$ cat src/rtl/mxb_pkg.sv
package mxb_pkg;
  // Register map; offsets are what the host software decodes.
  localparam logic [7:0] A_INTC = 8'h00;
  localparam logic [7:0] A_CTL2 = 8'h01;
  localparam logic [7:0] A_CADL = 8'h04;
  localparam logic [7:0] A_CADH = 8'h05;
  localparam logic [7:0] A_CDAT = 8'h06;
  localparam logic [7:0] A_BCTL = 8'h07;
  localparam logic [7:0] A_PADL = 8'h08;
  localparam logic [7:0] A_PADH = 8'h09;
  localparam logic [7:0] A_PDAT = 8'h0A;
  localparam logic [7:0] A_DIVA = 8'h0C;
  localparam logic [7:0] A_DIVB = 8'h0D;
  localparam logic [7:0] A_REV  = 8'h0F;

  // Plain read/write storage, index order is local to this block.
  localparam int NRW = 9;
  localparam int IX_INTC = 0;
  localparam int IX_CTL2 = 1;
  localparam int IX_CADL = 2;
  localparam int IX_CADH = 3;
  localparam int IX_BCTL = 4;
  localparam int IX_PADL = 5;
  localparam int IX_PADH = 6;
  localparam int IX_DIVA = 7;
  localparam int IX_DIVB = 8;
  localparam logic [7:0] RW_ADDR [NRW] = '{A_INTC, A_CTL2, A_CADL, A_CADH,
                                           A_BCTL, A_PADL, A_PADH, A_DIVA, A_DIVB};

  // Both bits must be set for interrupt generation.
  localparam logic [7:0] INT_EN_MASK = 8'h44;
  // Position of the two stream output enables inside bus control 2.
  localparam int TS_EN_LSB = 4;

  typedef enum logic {ST_IDLE = 1'b0, ST_ACK = 1'b1} hs_state_t;
endpackage

$ cat src/rtl/mxb_sync.sv
module mxb_sync #(
  parameter int           W       = 1,
  parameter int           STAGES  = 2,
  parameter logic [W-1:0] RST_VAL = '0
) (
  input  logic         clk,
  input  logic         rst_n,
  input  logic [W-1:0] d,
  output logic [W-1:0] q
);
  logic [W-1:0] stg [STAGES];

  always_ff @(posedge clk or negedge rst_n) begin
    if (!rst_n) begin
      for (int i = 0; i < STAGES; i++) stg[i] <= RST_VAL;
    end else begin
      stg[0] <= d;
      for (int i = 1; i < STAGES; i++) stg[i] <= stg[i-1];
    end
  end

  assign q = stg[STAGES-1];
endmodule

$ cat src/rtl/mxb_handshake.sv
module mxb_handshake (
  input  logic clk,
  input  logic rst_n,
  input  logic s_cs_n,
  input  logic s_rd_n,
  input  logic s_wr_n,
  input  logic s_phase,
  output logic addr_wr,
  output logic data_wr,
  output logic data_rd,
  output logic rdy_n,
  output logic oe
);
  import mxb_pkg::*;

  hs_state_t st_q, st_d;
  logic      rd_q, rd_d;
  logic      active;

  always_comb begin
    active  = !s_cs_n && (!s_rd_n || !s_wr_n);
    st_d    = st_q;
    rd_d    = rd_q;
    addr_wr = 1'b0;
    data_wr = 1'b0;
    data_rd = 1'b0;
    case (st_q)
      ST_IDLE: begin
        if (active) begin
          // One action on entry; the strobe must be released before the next.
          st_d    = ST_ACK;
          data_rd = !s_rd_n && !s_phase;
          rd_d    = !s_rd_n && !s_phase;
          addr_wr = s_rd_n && s_phase;
          data_wr = s_rd_n && !s_phase;
        end
      end
      default: begin
        if (!active) begin
          st_d = ST_IDLE;
          rd_d = 1'b0;
        end
      end
    endcase
  end

  always_ff @(posedge clk or negedge rst_n) begin
    if (!rst_n) begin
      st_q <= ST_IDLE;
      rd_q <= 1'b0;
    end else begin
      st_q <= st_d;
      rd_q <= rd_d;
    end
  end

  assign rdy_n = (st_q != ST_ACK);
  assign oe    = (st_q == ST_ACK) && rd_q;
endmodule

$ cat src/rtl/mxb_irq.sv
module mxb_irq (
  input  logic clk,
  input  logic rst_n,
  input  logic evt,
  input  logic en,
  input  logic ack,
  output logic pending,
  output logic irq_n
);
  logic pend_q, pend_d;

  always_comb begin
    pend_d = pend_q;
    if (ack)        pend_d = 1'b0;
    if (evt && en)  pend_d = 1'b1;   // a fresh event outranks the acknowledge
  end

  always_ff @(posedge clk or negedge rst_n) begin
    if (!rst_n) pend_q <= 1'b0;
    else        pend_q <= pend_d;
  end

  assign pending = pend_q;
  assign irq_n   = ~pend_q;
endmodule

$ cat src/rtl/mxb_regfile.sv
module mxb_regfile #(
  parameter int               BUS_W    = 8,
  parameter logic [BUS_W-1:0] REVISION = '0
) (
  input  logic               clk,
  input  logic               rst_n,
  input  logic               addr_wr,
  input  logic               data_wr,
  input  logic               data_rd,
  input  logic [BUS_W-1:0]   bus_d,
  input  logic               pending,
  input  logic [BUS_W-1:0]   card_rdata,
  input  logic [BUS_W-1:0]   pid_rdata,
  output logic [BUS_W-1:0]   rdata,
  output logic               irq_ack,
  output logic               irq_en,
  output logic [2*BUS_W-1:0] card_addr,
  output logic [2*BUS_W-1:0] pid_addr,
  output logic               card_wr,
  output logic               card_rd,
  output logic               pid_wr,
  output logic               pid_rd,
  output logic [BUS_W-1:0]   eng_wdata,
  output logic [BUS_W-1:0]   bus_ctl,
  output logic [BUS_W-1:0]   ctl2,
  output logic [BUS_W-1:0]   div_a,
  output logic [BUS_W-1:0]   div_b
);
  import mxb_pkg::*;

  localparam logic [BUS_W-1:0] EN_MASK = BUS_W'(INT_EN_MASK);

  logic [BUS_W-1:0]            addr_q;
  logic [NRW-1:0][BUS_W-1:0]   rw_q;
  logic [NRW-1:0]              we;
  logic [BUS_W-1:0]            rdata_q, wdata_q, rmux;
  logic                        card_wr_q, card_rd_q, pid_wr_q, pid_rd_q;
  logic                        hit_intc, hit_cdat, hit_pdat, hit_rev;

  for (genvar i = 0; i < NRW; i++) begin : g_we
    assign we[i] = data_wr && (addr_q == BUS_W'(RW_ADDR[i]));
  end

  assign hit_intc = (addr_q == BUS_W'(A_INTC));
  assign hit_cdat = (addr_q == BUS_W'(A_CDAT));
  assign hit_pdat = (addr_q == BUS_W'(A_PDAT));
  assign hit_rev  = (addr_q == BUS_W'(A_REV));

  always_comb begin
    rmux = '0;
    for (int i = 0; i < NRW; i++)
      if (addr_q == BUS_W'(RW_ADDR[i])) rmux = rw_q[i];
    if (hit_intc) rmux[0] = pending;
    if (hit_cdat) rmux = card_rdata;
    if (hit_pdat) rmux = pid_rdata;
    if (hit_rev)  rmux = REVISION;
  end

  always_ff @(posedge clk or negedge rst_n) begin
    if (!rst_n) begin
      addr_q    <= '0;
      rw_q      <= '0;
      rdata_q   <= '0;
      wdata_q   <= '0;
      card_wr_q <= 1'b0;
      card_rd_q <= 1'b0;
      pid_wr_q  <= 1'b0;
      pid_rd_q  <= 1'b0;
    end else begin
      if (addr_wr) addr_q <= bus_d;
      for (int i = 0; i < NRW; i++)
        if (we[i]) rw_q[i] <= bus_d;
      if (data_rd) rdata_q <= rmux;
      if (data_wr && (hit_cdat || hit_pdat)) wdata_q <= bus_d;
      card_wr_q <= data_wr && hit_cdat;
      card_rd_q <= data_rd && hit_cdat;
      pid_wr_q  <= data_wr && hit_pdat;
      pid_rd_q  <= data_rd && hit_pdat;
    end
  end

  assign rdata     = rdata_q;
  assign irq_ack   = data_rd && hit_intc;
  assign irq_en    = (rw_q[IX_INTC] & EN_MASK) == EN_MASK;
  assign card_addr = {rw_q[IX_CADH], rw_q[IX_CADL]};
  assign pid_addr  = {rw_q[IX_PADH], rw_q[IX_PADL]};
  assign card_wr   = card_wr_q;
  assign card_rd   = card_rd_q;
  assign pid_wr    = pid_wr_q;
  assign pid_rd    = pid_rd_q;
  assign eng_wdata = wdata_q;
  assign bus_ctl   = rw_q[IX_BCTL];
  assign ctl2      = rw_q[IX_CTL2];
  assign div_a     = rw_q[IX_DIVA];
  assign div_b     = rw_q[IX_DIVB];
endmodule

$ cat src/rtl/mxbus_slave.sv
module mxbus_slave #(
  parameter int               BUS_W       = 8,
  parameter int               SYNC_STAGES = 2,
  parameter logic [BUS_W-1:0] REVISION    = BUS_W'(8'h2A)
) (
  input  logic               clk,
  input  logic               arst_n,
  input  logic [BUS_W-1:0]   bus_in,
  output logic [BUS_W-1:0]   bus_out,
  output logic               bus_oe,
  input  logic               ab_sel,
  input  logic               cs_n,
  input  logic               rd_n,
  input  logic               wr_n,
  output logic               rdy_n,
  output logic               irq_n,
  input  logic               evt_i,
  output logic [2*BUS_W-1:0] card_addr_o,
  output logic               card_wr_o,
  output logic               card_rd_o,
  input  logic [BUS_W-1:0]   card_rdata_i,
  output logic [2*BUS_W-1:0] pid_addr_o,
  output logic               pid_wr_o,
  output logic               pid_rd_o,
  input  logic [BUS_W-1:0]   pid_rdata_i,
  output logic [BUS_W-1:0]   eng_wdata_o,
  output logic [BUS_W-1:0]   bus_ctl_o,
  output logic [BUS_W-1:0]   ctl2_o,
  output logic [1:0]         ts_en_o,
  output logic [BUS_W-1:0]   div_a_o,
  output logic [BUS_W-1:0]   div_b_o
);
  import mxb_pkg::*;

  localparam int SW = BUS_W + 4;
  localparam logic [SW-1:0] IN_RST = {1'b0, 3'b111, {BUS_W{1'b0}}};

  logic             rst_n;
  logic [SW-1:0]    s_in;
  logic             addr_wr, data_wr, data_rd;
  logic             pending, irq_ack, irq_en;

  mxb_sync #(.W(1), .STAGES(2), .RST_VAL(1'b0)) u_rst (
    .clk(clk), .rst_n(arst_n), .d(1'b1), .q(rst_n));

  mxb_sync #(.W(SW), .STAGES(SYNC_STAGES), .RST_VAL(IN_RST)) u_in (
    .clk(clk), .rst_n(rst_n), .d({ab_sel, cs_n, rd_n, wr_n, bus_in}), .q(s_in));

  mxb_handshake u_hs (
    .clk(clk), .rst_n(rst_n),
    .s_cs_n(s_in[BUS_W+2]), .s_rd_n(s_in[BUS_W+1]), .s_wr_n(s_in[BUS_W]),
    .s_phase(s_in[BUS_W+3]),
    .addr_wr(addr_wr), .data_wr(data_wr), .data_rd(data_rd),
    .rdy_n(rdy_n), .oe(bus_oe));

  mxb_regfile #(.BUS_W(BUS_W), .REVISION(REVISION)) u_rf (
    .clk(clk), .rst_n(rst_n),
    .addr_wr(addr_wr), .data_wr(data_wr), .data_rd(data_rd),
    .bus_d(s_in[BUS_W-1:0]), .pending(pending),
    .card_rdata(card_rdata_i), .pid_rdata(pid_rdata_i),
    .rdata(bus_out), .irq_ack(irq_ack), .irq_en(irq_en),
    .card_addr(card_addr_o), .pid_addr(pid_addr_o),
    .card_wr(card_wr_o), .card_rd(card_rd_o), .pid_wr(pid_wr_o), .pid_rd(pid_rd_o),
    .eng_wdata(eng_wdata_o), .bus_ctl(bus_ctl_o), .ctl2(ctl2_o),
    .div_a(div_a_o), .div_b(div_b_o));

  mxb_irq u_irq (
    .clk(clk), .rst_n(rst_n), .evt(evt_i), .en(irq_en), .ack(irq_ack),
    .pending(pending), .irq_n(irq_n));

  assign ts_en_o = ctl2_o[TS_EN_LSB +: 2];
endmodule

$ cat config.mk
export PLATFORM = sky130hd
export DESIGN_NAME = mxbus_slave
export DESIGN_NICKNAME = d
export VERILOG_FILES = /design/src/rtl/mxb_pkg.sv /design/src/rtl/mxb_sync.sv /design/src/rtl/mxb_handshake.sv /design/src/rtl/mxb_irq.sv /design/src/rtl/mxb_regfile.sv /design/src/rtl/mxbus_slave.sv
export SDC_FILE = /design/constraint.sdc
export NUM_CORES = 1
export LEC_CHECK = 0
export BUFFER_PORTS_ARGS = -buffer_cell sky130_fd_sc_hd__buf_4
export CAP_MARGIN = 0
export CORE_MARGIN = 3
export CORE_UTILIZATION = 31
export DETAILED_ROUTE_END_ITERATION = 10
export GPL_ROUTABILITY_DRIVEN = 0
export SYNTH_ARGS = -nofsm -noshare
export SYNTH_HDL_FRONTEND = slang
export SYNTH_HIERARCHICAL = 1
export SYNTH_SLANG_ARGS = --single-unit
$ cat constraint.sdc
create_clock -name clk -period 8.4 [get_ports clk]
set_input_delay 0.42 -clock clk [delete_from_list [all_inputs] [get_ports clk]]
set_output_delay 0.42 -clock clk [all_outputs]
set_load 0.01 [all_outputs]
Yosys cells after proc, flatten, opt, wreduce, memory -nomap -nowiden. Index checks and enable logic that the tools add are counted.

Output and inout port bits: 89. Word-level logic and storage cells: 94. Input port bits: 31. Bits in registers: 129.

Muxes and demuxes: 25. Bitwise gates (word level): 2. Eq/ne operators: 13. Reduce and logical (&&, ||, !) cells: 31.

Operator list (number): two-way mux 8 bit (12); == test 8 x 4 -> 1 bit (second input constant) (6); == test 8 x 3 -> 1 bit (second input constant) (4); logical AND 1 bit (21); two-way mux 1 bit (13); == test 8 x 1 -> 1 bit (second input constant) (1); logical NOT 8 bit (1); logical NOT 1 bit (4); nonzero test 2 bit (2); == test 2 bit (second input constant) (1); logical OR 1 bit (2); inequality test 2 bit (second input constant) (1); NOT 1 bit (2); AND reduction 2 bit (1).

Logic depth before layout (Yosys ltp).
Word-level depth: 14. Mapped depth: 7. Mapped depth without buffers: 5.

Cells and area by module. The synthesis kept the hierarchy.

Modules (own cells, without submodules): mxb_regfile (area an instance 5496.5 sq um, cells an instance 499, seq. area each 2502.4 sq um, times used 1); mxb_sync at u_in (area an instance 698.2 sq um, cells an instance 36, seq. area each 608.1 sq um, times used 1); mxb_handshake (area an instance 131.4 sq um, cells an instance 16, seq. area each 50.0 sq um, times used 1); mxb_sync at u_rst (area an instance 50.0 sq um, cells an instance 2, seq. area each 50.0 sq um, times used 1); mxb_irq (area an instance 41.3 sq um, cells an instance 4, seq. area each 25.0 sq um, times used 1); mxbus_slave (area an instance 18.8 sq um, cells an instance 3, seq. area each 0.0 sq um, times used 1).

Worst setup path before layout. No wires, ideal clock.

Path kind: flip-flop to flip-flop. Start point: register u_in.stg (netlist bit u_in/q[9]). End point: register u_rf.rw_q (netlist bit u_rf/pid_addr[0]). Path slack: 6249 ps. Library setup time: 125 ps. Period minus slack after synthesis: 2151 ps. Path buffers: 2. Stages on the path, launching flop included: 8. Arrival: 2026 ps. Data required time: 8275 ps. Path through: dfstp_2 buf_4 nand2b_1 nor4_1 buf_1 nor2b_1 nand3_1 mux2_2.

Word-level cells in the longest chain between the ends: 6. Elaborated cells on any way between the ends: 7. Classes of those cells: mux: 2; reduce/logical: 5.

Ends and longest elaborated chain: from (decl) (RTL line mxb_sync.sv:11) `logic [W-1:0] stg [STAGES];`; logical NOT 1 bit (RTL line mxb_handshake.sv:21) `active = !s_cs_n && (!s_rd_n || !s_wr_n);`; logical OR 1 bit (RTL line mxb_handshake.sv:21); logical AND 1 bit (RTL line mxb_handshake.sv:21); two-way mux 1 bit * (RTL line mxb_handshake.sv:29) `if (active) begin`; two-way mux 1 bit * (RTL line mxb_handshake.sv:27) `case (st_q)`; via data_wr (RTL line mxbus_slave.sv:40) `logic addr_wr, data_wr, data_rd;`; logical AND 1 bit * (RTL line mxb_regfile.sv:41) `assign we[i] = data_wr && (addr_q == BUS_W'(RW_ADDR[i]));`; to (signal, indexed assignment) (RTL line mxb_regfile.sv:72) `if (we[i]) rw_q[i] <= bus_d;`; to (decl) (RTL line mxb_regfile.sv:34) `logic [NRW-1:0][BUS_W-1:0] rw_q;`.

Mark *: on every way through the listed nets, which the timed path passes. The rest lies on a longest branch. A chain may end at the register's enable or synchronous reset.

Worst setup path in the final report.
Start point: register u_rf.addr_q[0]. End point: register u_rf.wdata_q[4], in the netlist u_rf/eng_wdata[4].

Word-level cells in the longest chain between the ends: 3. Elaborated cells on any way between the ends: 4. Classes of those cells: eq/ne: 2; reduce/logical: 2.

Ends and longest elaborated chain: from (decl) (RTL line mxb_regfile.sv:33) `logic [BUS_W-1:0] addr_q;`; from (signal assigned) (RTL line mxb_regfile.sv:70) `if (addr_wr) addr_q <= bus_d;`; == test 8 x 3 -> 1 bit / == test 8 x 4 -> 1 bit (equally long branches) (RTL line mxb_regfile.sv:45, mxb_regfile.sv:46); logical OR 1 bit * (RTL line mxb_regfile.sv:74) `if (data_wr && (hit_cdat || hit_pdat)) wdata_q <= bus_d;`; logical AND 1 bit * (RTL line mxb_regfile.sv:74); to (signal assigned) (RTL line mxb_regfile.sv:74); to (decl) (RTL line mxb_regfile.sv:36) `logic [BUS_W-1:0] rdata_q, wdata_q, rmux;`.

Mark *: on every way between the ends. The rest lies on a longest branch, timed or not.

==> run summary <==
outcome: completed
Main synth FF type: dfrtp_1
antenna viol nets, final: 0
post-CTS setup buffer count: 0
Max Slew Vio Count: 0
worst r2r src: u_rf/addr_q[0]$_DFFE_PN0P_
maximum vdd drop: 134 µV
hold_buf cts: 1
Syn. warnings: 6
Mapped Nets: 591
WP data required: 8.69 ns
WP buf/inv: 1
Power, Total: 1.69 mW
crit-path max FO: 67
startpoint types: register
vias: 4326
PwrDens: 224 nW/µm²
max_cap viols: 0
Critical Path End Type: register
Yosys top cell area share: 0.478
fillcell total: 1996
area delta synth->final: 17.1%
Worst-Skew Late Latency: 0.42 ns
setup TNS: 0 ns
crit-path cells: buf_4, nand2b_1, nand2b_1, nor2_1, o21ai_2, mux2_2
io pins: 120
R2R depth: 6
R2R Setup Slk: 5.67 ns
Die Y: 150 µm
worst r2r dst: u_rf/eng_wdata[4]$_DFFE_PN0P_
Clock Root Buffer: clkbuf_16
Cell Count, Final, Fillers Out: 874
Levels on crit path: 6
commonest non-fill, non-tap cell in the layout: buf_4
LEAKAGE: 3.53 nW
fmax: 367 MHz
wire per inst: 20.0 µm
Setup-failing EPs final: 0
Syn Area/Cell: 11.5 µm²
initial antenna violation count: 0
crit-path max cell delay: 0.56 ns
commonest cells after routing, fill and taps aside: 127 x buf_4, 121 x dfrtp_1, 90 x mux2_2, 21 x nand2_1, 21 x a21oi_1
via/cell ratio: 4.95
Port Buffers: 119
post-synthesis instance total: 560
site row count: 52
area leader, netlist: dfrtp_1
worst min-delay path class: in -> reg
Post-synth EDFFs: 0
critical path arrival: 3.02 ns
dpl cells: 841
dpl hpwl: 12600 µm
Post-Syn Area: 6440 µm²
fin crit period: 2.73 ns
post_cts resized: 0
H-tree Lvls: 4
crit path from: u_rf/addr_q[0]$_DFFE_PN0P_
vias in the first global route: 4544
first-pass GRT wire length: 27300 µm
Tcrit/Tclk final: 0.325
Critical Path End: u_rf/eng_wdata[4]$_DFFE_PN0P_
CP Class: reg -> reg
clock-pin slew on the worst setup and hold paths: 0.06 ns
Layout Nets: 622
GRT overflow: 0
Seq/Total Area, Yosys: 0.503
Residual DRC: 0
design area: 7540 µm²
core area: 20300 µm²
Placed Area: 7010 µm²
drt total wl: 17500 µm
top post-synthesis cells by area: dfrtp_1 48%, mux2_2 16%, buf_4 9.1%
Cell variety after synth: 61
largest net degree at the start of global routing: 70
Tot GR Track Use: 0.161
Horiz. Die Dim: 150 µm
ANT cells: 0
Crit path top cell by count: nand2b_1
CTS max path bufs: 2
Rel. slew slack: 0.300
clock sinks: 129
Critical-path top delay cell: buf_4
synthesized flop and latch total: 129
share of post-route cells with drive strength above 1: 0.450
Worst path top cell family by delay: simple AND/OR/NAND/NOR gates
RSZ-0062 raised after global routing: no
CTS tree: built
worst clock skew: 0.00811 ns
first drt pass iteration count: 5
Initial Utilization: 0.317
die area: 22500 µm²
slew at the pin closest to its max-slew limit: 1.05 ns
FFs w/ async S/R, synth: 1.00
DR iter-0 viols: 365
cts bufs inserted: 17
Final Hold Viols: 0
final cells by class:
class | instances | area [µm²] | share of cell area
sequential | 129 | 3240 | 0.430
clock buffer | 22 | 454 | 0.0603
multi-input combinational | 311 | 2460 | 0.327
clock inverter | 10 | 63.8 | 0.00847
timing repair buffer | 128 | 963 | 0.128
inverter | 4 | 15.0 | 0.00199
tap | 270 | 338 | 0.0448
worst min path at each step:
| stage | startpoint | endpoint | depth (start not counted) |
|---|---|---|---|
| after global routing | bus_in[5] | u_in/stg[17]$_DFF_PN0_ | 1 |
| after detailed placement | arst_n | u_rst/stg[1]$_DFF_PN0_ | 1 |
| after floorplan | arst_n | u_rst/q$_DFF_PN0_ | 0 |
| after CTS | bus_in[0] | u_in/stg[12]$_DFF_PN0_ | 1 |
| after global placement | arst_n | u_rst/stg[1]$_DFF_PN0_ | 1 |
| final | bus_in[1] | u_in/stg[13]$_DFF_PN0_ | 1 |
state kept, by name, indices dropped and copies added (netlist names):
signal and cells:
u_rf/pid_addr 16, u_rst/stg 1, u_in/stg 12, u_rf/addr_q 8, u_rf/div_b 8, u_hs/st_q 1, u_rf/pid_rd 1, u_irq/pending 1
u_rf/bus_ctl 8, u_rf/pid_wr 1, u_rf/card_rd 1, u_rf/eng_wdata 8, u_rf/card_wr 1, u_hs/rd_q 1, u_in/q 12, u_rf/div_a 8
u_rf/rw_q 8, u_rf/rdata 8, u_rf/ctl2 8, u_rf/card_addr 16, u_rst/q 1
metal layers:
| layer | part of all wire | track usage | up-vias |
|---|---|---|---|
| li1 | - | - | 1989 |
| met1 | 0.43 | 0.213 | 2168 |
| met2 | 0.49 | 0.260 | 144 |
| met3 | 0.062 | 0.0430 | 25 |
| met4 | 0.018 | 0.0453 | 0 |
| met5 | 0 | 0 | - |
synthesized netlist by cell type (all sizes together), types with 2 or more instances:
cell type	instances
and3	4
nand2	23
a22oi	2
a211oi	7
mux2i	10
a222oi	2
o22ai	8
mux2	90
or2	2
a21oi	22
nand2b	12
dfrtp	123
o221ai	2
a221oi	2
nand4	5
o22a	2
or3b	2
o31ai	3
o21ai	24
nand3b	5
nor4	7
nor3	2
nand3	8
o21a	5
clkbuf	26
nor2b	15
a31oi	2
buf	90
o21bai	3
nor2	16
and2	3
a21o	2
dfstp	6
and4b	2
a2111oi	3
o32ai	4
inv	4
metrics by stage:
stage | util | worst slack [ns] | hold WS [ns]
4_1_cts | 0.371 | 5.72 | 0.0862
2_1_floorplan | - | 4.55 | 0.124
5_1_grt | 0.371 | 5.52 | 0.0859
6_report | 0.371 | 5.67 | 0.109
3_3_place_gp | 0.345 | 5.84 | 0.203
3_5_place_dp | 0.345 | 5.73 | 0.204
worst reg2reg max path: stages (launching register included):
cell and delay, ns:
dfrtp_2 0.34, buf_4 0.56, nand2b_1 0.41, nand2b_1 0.26, nor2_1 0.13, o21ai_2 0.50, mux2_2 0.41
power by group:
| part | total [mW] | leakage [nW] | switching (mW) | internal [mW] |
|---|---|---|---|---|
| combinational | 0.321 | 1.59 | 0.184 | 0.137 |
| clock | 0.643 | 0.246 | 0.262 | 0.381 |
| sequential | 0.725 | 1.69 | 0.0547 | 0.670 |
| total | 1.69 | 3.53 | 0.501 | 1.19 |
cells by family after synthesis:
group,synth area share
AOI/OAI and AO/OA,0.103
buffers and inverters,0.118
DFF,0.503
muxes,0.177
other,0.000583
and+or+nand+nor,0.0991
Power figures use the tool's default switching activity.
